==> src/rtl/cif_pkg.sv <==
package cif_pkg;
  localparam int unsigned BUS_DW = 32;
  localparam int unsigned REG_AW = 2;

  typedef enum logic [REG_AW-1:0] {
    REG_CTRL  = 2'd0,
    REG_PMASK = 2'd1,
    REG_ACK   = 2'd2,
    REG_EOI   = 2'd3
  } cif_reg_e;
endpackage

==> src/rtl/cif_cfg_regs.sv <==
module cif_cfg_regs #(
  parameter int unsigned PRIO_W = 8
) (
  input  logic              clk_i,
  input  logic              rst_ni,
  input  logic              wr_ctrl_i,
  input  logic              wr_pmask_i,
  input  logic [31:0]       wdata_i,
  output logic              en_o,
  output logic [PRIO_W-1:0] pmask_o
);
  always_ff @(posedge clk_i or negedge rst_ni) begin
    if (!rst_ni) begin
      en_o    <= 1'b0;
      pmask_o <= '0;
    end else begin
      if (wr_ctrl_i)  en_o    <= wdata_i[0];
      if (wr_pmask_i) pmask_o <= wdata_i[PRIO_W-1:0];
    end
  end
endmodule

==> src/rtl/cif_active_set.sv <==
module cif_active_set #(
  parameter int unsigned ID_W    = 10,
  parameter int unsigned NUM_IDS = 511
) (
  input  logic            clk_i,
  input  logic            rst_ni,
  input  logic            set_i,
  input  logic [ID_W-1:0] set_id_i,
  input  logic            clr_i,
  input  logic [ID_W-1:0] clr_id_i,
  input  logic [ID_W-1:0] query_id_i,
  output logic            query_hit_o,
  output logic            clr_hit_o
);
  localparam int unsigned SPACE = 1 << ID_W;

  logic [SPACE-1:0] act_q;

  // flops only for implemented IDs; the rest of the ID space reads as idle
  for (genvar i = 0; i < SPACE; i++) begin : g_bit
    if (i < NUM_IDS) begin : g_ff
      always_ff @(posedge clk_i or negedge rst_ni) begin
        if (!rst_ni)                                      act_q[i] <= 1'b0;
        else if (set_i && set_id_i == ID_W'(i))           act_q[i] <= 1'b1;
        else if (clr_i && clr_id_i == ID_W'(i))           act_q[i] <= 1'b0;
      end
    end else begin : g_tie
      assign act_q[i] = 1'b0;
    end
  end

  assign query_hit_o = act_q[query_id_i];
  assign clr_hit_o   = act_q[clr_id_i];
endmodule

==> src/rtl/cif_present.sv <==
module cif_present #(
  parameter int unsigned ID_W   = 10,
  parameter int unsigned PRIO_W = 8,
  parameter int unsigned MAX_ID = 510
) (
  input  logic              en_i,
  input  logic [PRIO_W-1:0] pmask_i,
  input  logic              cand_valid_i,
  input  logic [ID_W-1:0]   cand_id_i,
  input  logic [PRIO_W-1:0] cand_prio_i,
  input  logic              cand_active_i,
  output logic              present_o
);
  localparam logic [ID_W-1:0] MAX_ID_L = ID_W'(MAX_ID);

  logic in_range, below_mask;

  assign in_range   = cand_id_i <= MAX_ID_L;
  assign below_mask = cand_prio_i < pmask_i;
  assign present_o  = en_i & cand_valid_i & in_range & ~cand_active_i & below_mask;
endmodule

==> src/rtl/cpu_if_ack_eoi.sv <==
module cpu_if_ack_eoi #(
  parameter int unsigned ID_W   = 10,
  parameter int unsigned SRC_W  = 3,
  parameter int unsigned PRIO_W = 8,
  parameter int unsigned MAX_ID = 510
) (
  input  logic                      clk_i,
  input  logic                      rst_ni,
  input  logic                      cand_valid_i,
  input  logic [ID_W-1:0]           cand_id_i,
  input  logic [SRC_W-1:0]          cand_src_i,
  input  logic [PRIO_W-1:0]         cand_prio_i,
  input  logic                      bus_valid_i,
  input  logic                      bus_write_i,
  input  logic [cif_pkg::REG_AW-1:0] bus_addr_i,
  input  logic [cif_pkg::BUS_DW-1:0] bus_wdata_i,
  output logic [cif_pkg::BUS_DW-1:0] bus_rdata_o,
  output logic                      bus_rvalid_o,
  output logic                      irq_o,
  output logic                      ack_o,
  output logic [ID_W-1:0]           ack_id_o,
  output logic                      eoi_o,
  output logic [ID_W-1:0]           eoi_id_o
);
  import cif_pkg::*;

  localparam int unsigned    NUM_IDS = MAX_ID + 1;
  localparam int unsigned    PAD_W   = BUS_DW - ID_W - SRC_W;
  localparam logic [ID_W-1:0] SPUR_ID = '1;

  cif_reg_e          sel;
  logic              rd_req, wr_req, ack_rd, eoi_wr;
  logic              en;
  logic [PRIO_W-1:0] pmask;
  logic              cand_active, clr_hit, present, take, release_id;
  logic [ID_W-1:0]   eoi_id;
  logic [BUS_DW-1:0] rd_mux;

  assign sel        = cif_reg_e'(bus_addr_i);
  assign rd_req     = bus_valid_i & ~bus_write_i;
  assign wr_req     = bus_valid_i & bus_write_i;
  assign ack_rd     = rd_req & (sel == REG_ACK);
  assign eoi_wr     = wr_req & (sel == REG_EOI);
  assign eoi_id     = bus_wdata_i[ID_W-1:0];
  assign take       = ack_rd & present;
  assign release_id = eoi_wr & clr_hit;

  cif_cfg_regs #(.PRIO_W(PRIO_W)) u_cfg (
    .clk_i      (clk_i),
    .rst_ni     (rst_ni),
    .wr_ctrl_i  (wr_req & (sel == REG_CTRL)),
    .wr_pmask_i (wr_req & (sel == REG_PMASK)),
    .wdata_i    (bus_wdata_i),
    .en_o       (en),
    .pmask_o    (pmask)
  );

  cif_active_set #(.ID_W(ID_W), .NUM_IDS(NUM_IDS)) u_act (
    .clk_i       (clk_i),
    .rst_ni      (rst_ni),
    .set_i       (take),
    .set_id_i    (cand_id_i),
    .clr_i       (release_id),
    .clr_id_i    (eoi_id),
    .query_id_i  (cand_id_i),
    .query_hit_o (cand_active),
    .clr_hit_o   (clr_hit)
  );

  cif_present #(.ID_W(ID_W), .PRIO_W(PRIO_W), .MAX_ID(MAX_ID)) u_pres (
    .en_i          (en),
    .pmask_i       (pmask),
    .cand_valid_i  (cand_valid_i),
    .cand_id_i     (cand_id_i),
    .cand_prio_i   (cand_prio_i),
    .cand_active_i (cand_active),
    .present_o     (present)
  );

  assign irq_o = present;

  always_comb begin
    unique case (sel)
      REG_CTRL:  rd_mux = BUS_DW'(en);
      REG_PMASK: rd_mux = BUS_DW'(pmask);
      REG_ACK:   rd_mux = present ? {{PAD_W{1'b0}}, cand_src_i, cand_id_i}
                                  : BUS_DW'(SPUR_ID);
      default:   rd_mux = '0;
    endcase
  end

  always_ff @(posedge clk_i or negedge rst_ni) begin
    if (!rst_ni) begin
      bus_rvalid_o <= 1'b0;
      bus_rdata_o  <= '0;
      ack_o        <= 1'b0;
      ack_id_o     <= '0;
      eoi_o        <= 1'b0;
      eoi_id_o     <= '0;
    end else begin
      bus_rvalid_o <= rd_req;
      ack_o        <= take;
      eoi_o        <= release_id;
      if (rd_req)     bus_rdata_o <= rd_mux;
      if (take)       ack_id_o    <= cand_id_i;
      if (release_id) eoi_id_o    <= eoi_id;
    end
  end
endmodule

==> config.mk <==
export PLATFORM = sky130hd
export DESIGN_NAME = cpu_if_ack_eoi
export DESIGN_NICKNAME = d
export VERILOG_FILES = /design/src/rtl/cif_pkg.sv /design/src/rtl/cif_cfg_regs.sv /design/src/rtl/cif_active_set.sv /design/src/rtl/cif_present.sv /design/src/rtl/cpu_if_ack_eoi.sv
export SDC_FILE = /design/constraint.sdc
export NUM_CORES = 1
export LEC_CHECK = 0
export BUFFER_PORTS_ARGS = -buffer_cell sky130_fd_sc_hd__buf_2
export CAP_MARGIN = 20
export CORE_MARGIN = 3
export CORE_UTILIZATION = 37
export DETAILED_ROUTE_END_ITERATION = 8
export GPL_ROUTABILITY_DRIVEN = 0
export PLACE_DENSITY = 0.61
export SLEW_MARGIN = 5
export SYNTH_ARGS = -nofsm -noshare
export SYNTH_HDL_FRONTEND = slang
export SYNTH_HIERARCHICAL = 1
export SYNTH_SLANG_ARGS = --single-unit
==> constraint.sdc <==
create_clock -name clk_i -period 4.2 [get_ports clk_i]
set_clock_uncertainty 0.15 [all_clocks]
set_input_delay 0.21 -clock clk_i [delete_from_list [all_inputs] [get_ports clk_i]]
set_output_delay 0.21 -clock clk_i [all_outputs]
set_load 0.05 [all_outputs]
==> impl_metrics.csv <==
group,metric,value,unit
run_status,outcome,"complete, but fails checks",
run_status,violations,"antenna rules, setup timing",
route,drc_errors,0,
power_and_ir_drop,p_clk_share,45.3,%
power_and_ir_drop,p_leak,17.4,nW
worst_setup_path,r2r_start,"u_act/act_q[335]",
worst_setup_path,worstPathMaxFanout,11,
route,dr.pass1.iters,6,
yosys,synth.distinct_cells,68,
sta,max_slew_margin,0.863,%
worst_setup_path,cp.arrival,5.03,ns
place,dp.cells,4143,
power_and_ir_drop,switchingPower,0.00327,W
power_and_ir_drop,comb_power_share,11.3,%
route,dr.first_iter.drc_count,4399,
finish,finalNonFillerCells,4313,
yosys,ys_top_cells_by_area,"dfrtp_1, mux4_2, o21ai_0",
place,dpl.hpwl,85.3,mm
floorplanning,die_h,291,um
yosys,ys.flop_type,"dfrtp_1",
global_route,antenna_found_initial,3,
global_route,grt_pass1_wl,187,mm
floorplanning,core_area,79800,um^2
sta,fin_crit_sh,111,%
flow_run,maxCapViolations,0,
floorplanning,rows,103,
clocking,cts_tree,"done",
clocking,cts_made_buffers,58,
yosys,synth.avg_cell_area,11.0,um^2
clocking,clock_sinks,556,
worst_setup_path,crit_path_start_kind,"flip-flop",
floorplanning,fp.dieArea,84800,um^2
route,wirelength,129,mm
worst_setup_path,reg2reg_slack,-0.47,ns
route,routed-wl-met2,56.7,mm
yosys,synth-seq-area-share,46.2,%
clocking,clockBufferDepth,3,
global_route,grt_pass1_vias,28300,
power_and_ir_drop,switching_share,26.0,%
clocking,h-tree-depth,2,
power_and_ir_drop,power.internal,0.00933,W
power_and_ir_drop,power_density,313,nW/um^2
power_and_ir_drop,peakVddDrop,0.316,mV
sta,worst_pin_slew,1.48,ns
clocking,path_clk_slew,0.06,ns
sta,holdWs,0.0142,ns
yosys,async_flop_share,100,%
worst_setup_path,reg2reg_to,"u_act/act_q[454]",
route,wire_per_inst,29.9,um
route,vias,28700,
yosys,postSynthCellCount,2741,
global_route,track_usage,29.1,%
floorplanning,start_util,37.7,%
worst_setup_path,setup.worst_path.class,"flip-flop to flip-flop",
route,top_layer_used,"met5",
route,via_per_inst,6.65,
yosys,netlist_area,30100,um^2
worst_setup_path,required,4.56,ns
sta,max_freq,0.214,GHz
yosys,synth_top_area_cell,"dfrtp_1",
power_and_ir_drop,pwr-share-seq,43.4,%
worst_setup_path,r2r_cells,18,
global_route,grt_overflow,0,
sta,hold_viol,0,
finish,area_growth,33.7,%
global_route,grt_max_degree,125,
route,wl_met1,45.5,mm
floorplanning,num_io_pins,116,
sta,setup_viol,511,
yosys,synth_edf_count,0,
min_path,worstHoldPathType,"primary input to flip-flop",
clocking,cts_root_buffer,"clkbuf_16",
floorplanning,die_w,291,um
finish,final_cell_mix,"o21ai_0, dfrtp_1, buf_4",
finish,layout-drive-gt1-share,42.7,%
sta,layout_setup_ws,-0.465,ns
sta,rsz0062_at_grt,"yes",
clocking,clock_latency,0.65,ns
yosys,yosysWarningCount,6,
worst_setup_path,endpoint_kind,"flip-flop",
finish,final_util,50.4,%
min_path,hold_end,"ack_id_o[3]",
route,ant_nets,1,
min_path,min_from,"cand_id_i[3]",
yosys,synth_seq_cells,556,
sta,slew_viol_final,0,
yosys,synthDominantCellAreaShare,46.2,%
route,route.met3.wl,18.2,mm
min_path,min_path_cells,3,
finish,layout_commonest_cell,"o21ai_0",
place,portBuffers,74,
sta,period_minus_slack,4.67,ns
finish,nets,3278,
[how the worst max path moves through the flow]
stage | end | startpoint | cells past startpoint | slack [ns]
final | u_act/act_q[454] | u_act/act_q[335] | 18 | -0.47
after global routing | u_act/act_q[454] | u_act/act_q[31] | 18 | -0.56
after CTS | u_act/act_q[453] | u_act/act_q[31] | 17 | -0.27
after detailed placement | u_act/act_q[48] | cand_id_i[0] | 19 | -1.04
after global placement | u_act/act_q[56] | cand_id_i[0] | 18 | -0.96
after floorplan | u_act/act_q[108] | u_act/act_q[31] | 17 | -0.24
[repair_timing]
item	4_1_cts	5_1_grt
pin swaps	66	39
setup endpoints to repair	512	513
gates cloned	10	12
buffers inserted	12	10
endpoints found under the hold margin	114	0
gates resized for setup	316	429
hold buffers	16	0
[cells in the mapped netlist (all sizes together), types with 22 or more instances]
master and number:
a21oi 22, clkbuf 185, dfrtp 556, a22oi 41
nor2b 30, o21ai 1041, buf 108, nand3 48
mux2 50, nand2 121, mux2i 60, nor2 42
mux4 243
[power groups by stage]
stage | Clock (W) | Combinational, W | Sequential (W)
2_1_floorplan | 0 | 0.000600 | 0.00570
3_3_place_gp | 0 | 0.00133 | 0.00556
3_5_place_dp | 0 | 0.00134 | 0.00556
4_1_cts | 0.00576 | 0.00138 | 0.00547
5_1_grt | 0.00597 | 0.00148 | 0.00547
6_report | 0.00571 | 0.00143 | 0.00546
[worst max-delay path, cell delays in order, from the launching register on]
cell	delay, ns
dfrtp_1	0.38
mux4_2	0.48
a211o_1	0.31
a311oi_1	0.29
nand4_1	0.21
nand4b_1	0.36
o32ai_4	0.19
nor3_2	0.16
nand4_1	0.16
nor3_4	0.20
nand3_4	0.14
inv_4	0.10
buf_6	0.11
nand3b_1	0.24
nor3b_4	0.26
buf_6	0.18
nand2_1	0.11
buf_6	0.24
o21ai_0	0.24
[per-stage QoR]
| step | total power, W | setup TNS, ns | area [um^2] | setup slack [ns] |
|---|---|---|---|---|
| after floorplan | 0.00630 | -34.40 | 30500 | -0.243 |
| after global placement | 0.00689 | -375.48 | 35600 | -0.964 |
| after detailed placement | 0.00690 | -399.20 | 35600 | -1.04 |
| after CTS | 0.0126 | -80.36 | 38700 | -0.269 |
| after global routing | 0.0129 | -213.51 | 40200 | -0.558 |
| final | 0.0126 | -144.18 | 40200 | -0.465 |
[cell families after synthesis]
family / synth area share (%)
buffers and inverters: 4.75
adder cells (fa/ha/maj): 0.291
flip-flops: 46.2
AND/OR/NAND/NOR: 5.57
other: 0.0125
AO/OA/AOI/OAI: 20.7
multiplexers: 22.5
[final cells by class]
cell class | count | area [um^2]
Antenna cell | 5 | 12.5
Clock buffer | 80 | 1710
Clock inverter | 27 | 399
Fill cell | 6757 | 39500
Inverter | 16 | 62.6
Multi-Input combinational cell | 1896 | 16400
Sequential cell | 556 | 13900
Tap cell | 1050 | 1310
Timing Repair Buffer | 683 | 6400
[flip-flops by register name (all words and copies together) (netlist names)]
| register | cells |
|---|---|
| eoi_o | 1 |
| bus_rvalid_o | 1 |
| bus_rdata_o | 13 |
| ack_id_o | 10 |
| u_cfg/en_o | 1 |
| eoi_id_o | 10 |
| u_act/act_q | 511 |
| u_cfg/pmask_o | 8 |
| ack_o | 1 |
[routing by layer]
| layer | up-vias | GRT usage (%) |
|---|---|---|
| li1 | 11400 | - |
| met1 | 14300 | 38.1 |
| met2 | 2355 | 43.5 |
| met3 | 559 | 8.32 |
| met4 | 4 | 16.0 |
| met5 | - | 0 |
Note: power is estimated with default switching activity, not from simulation.
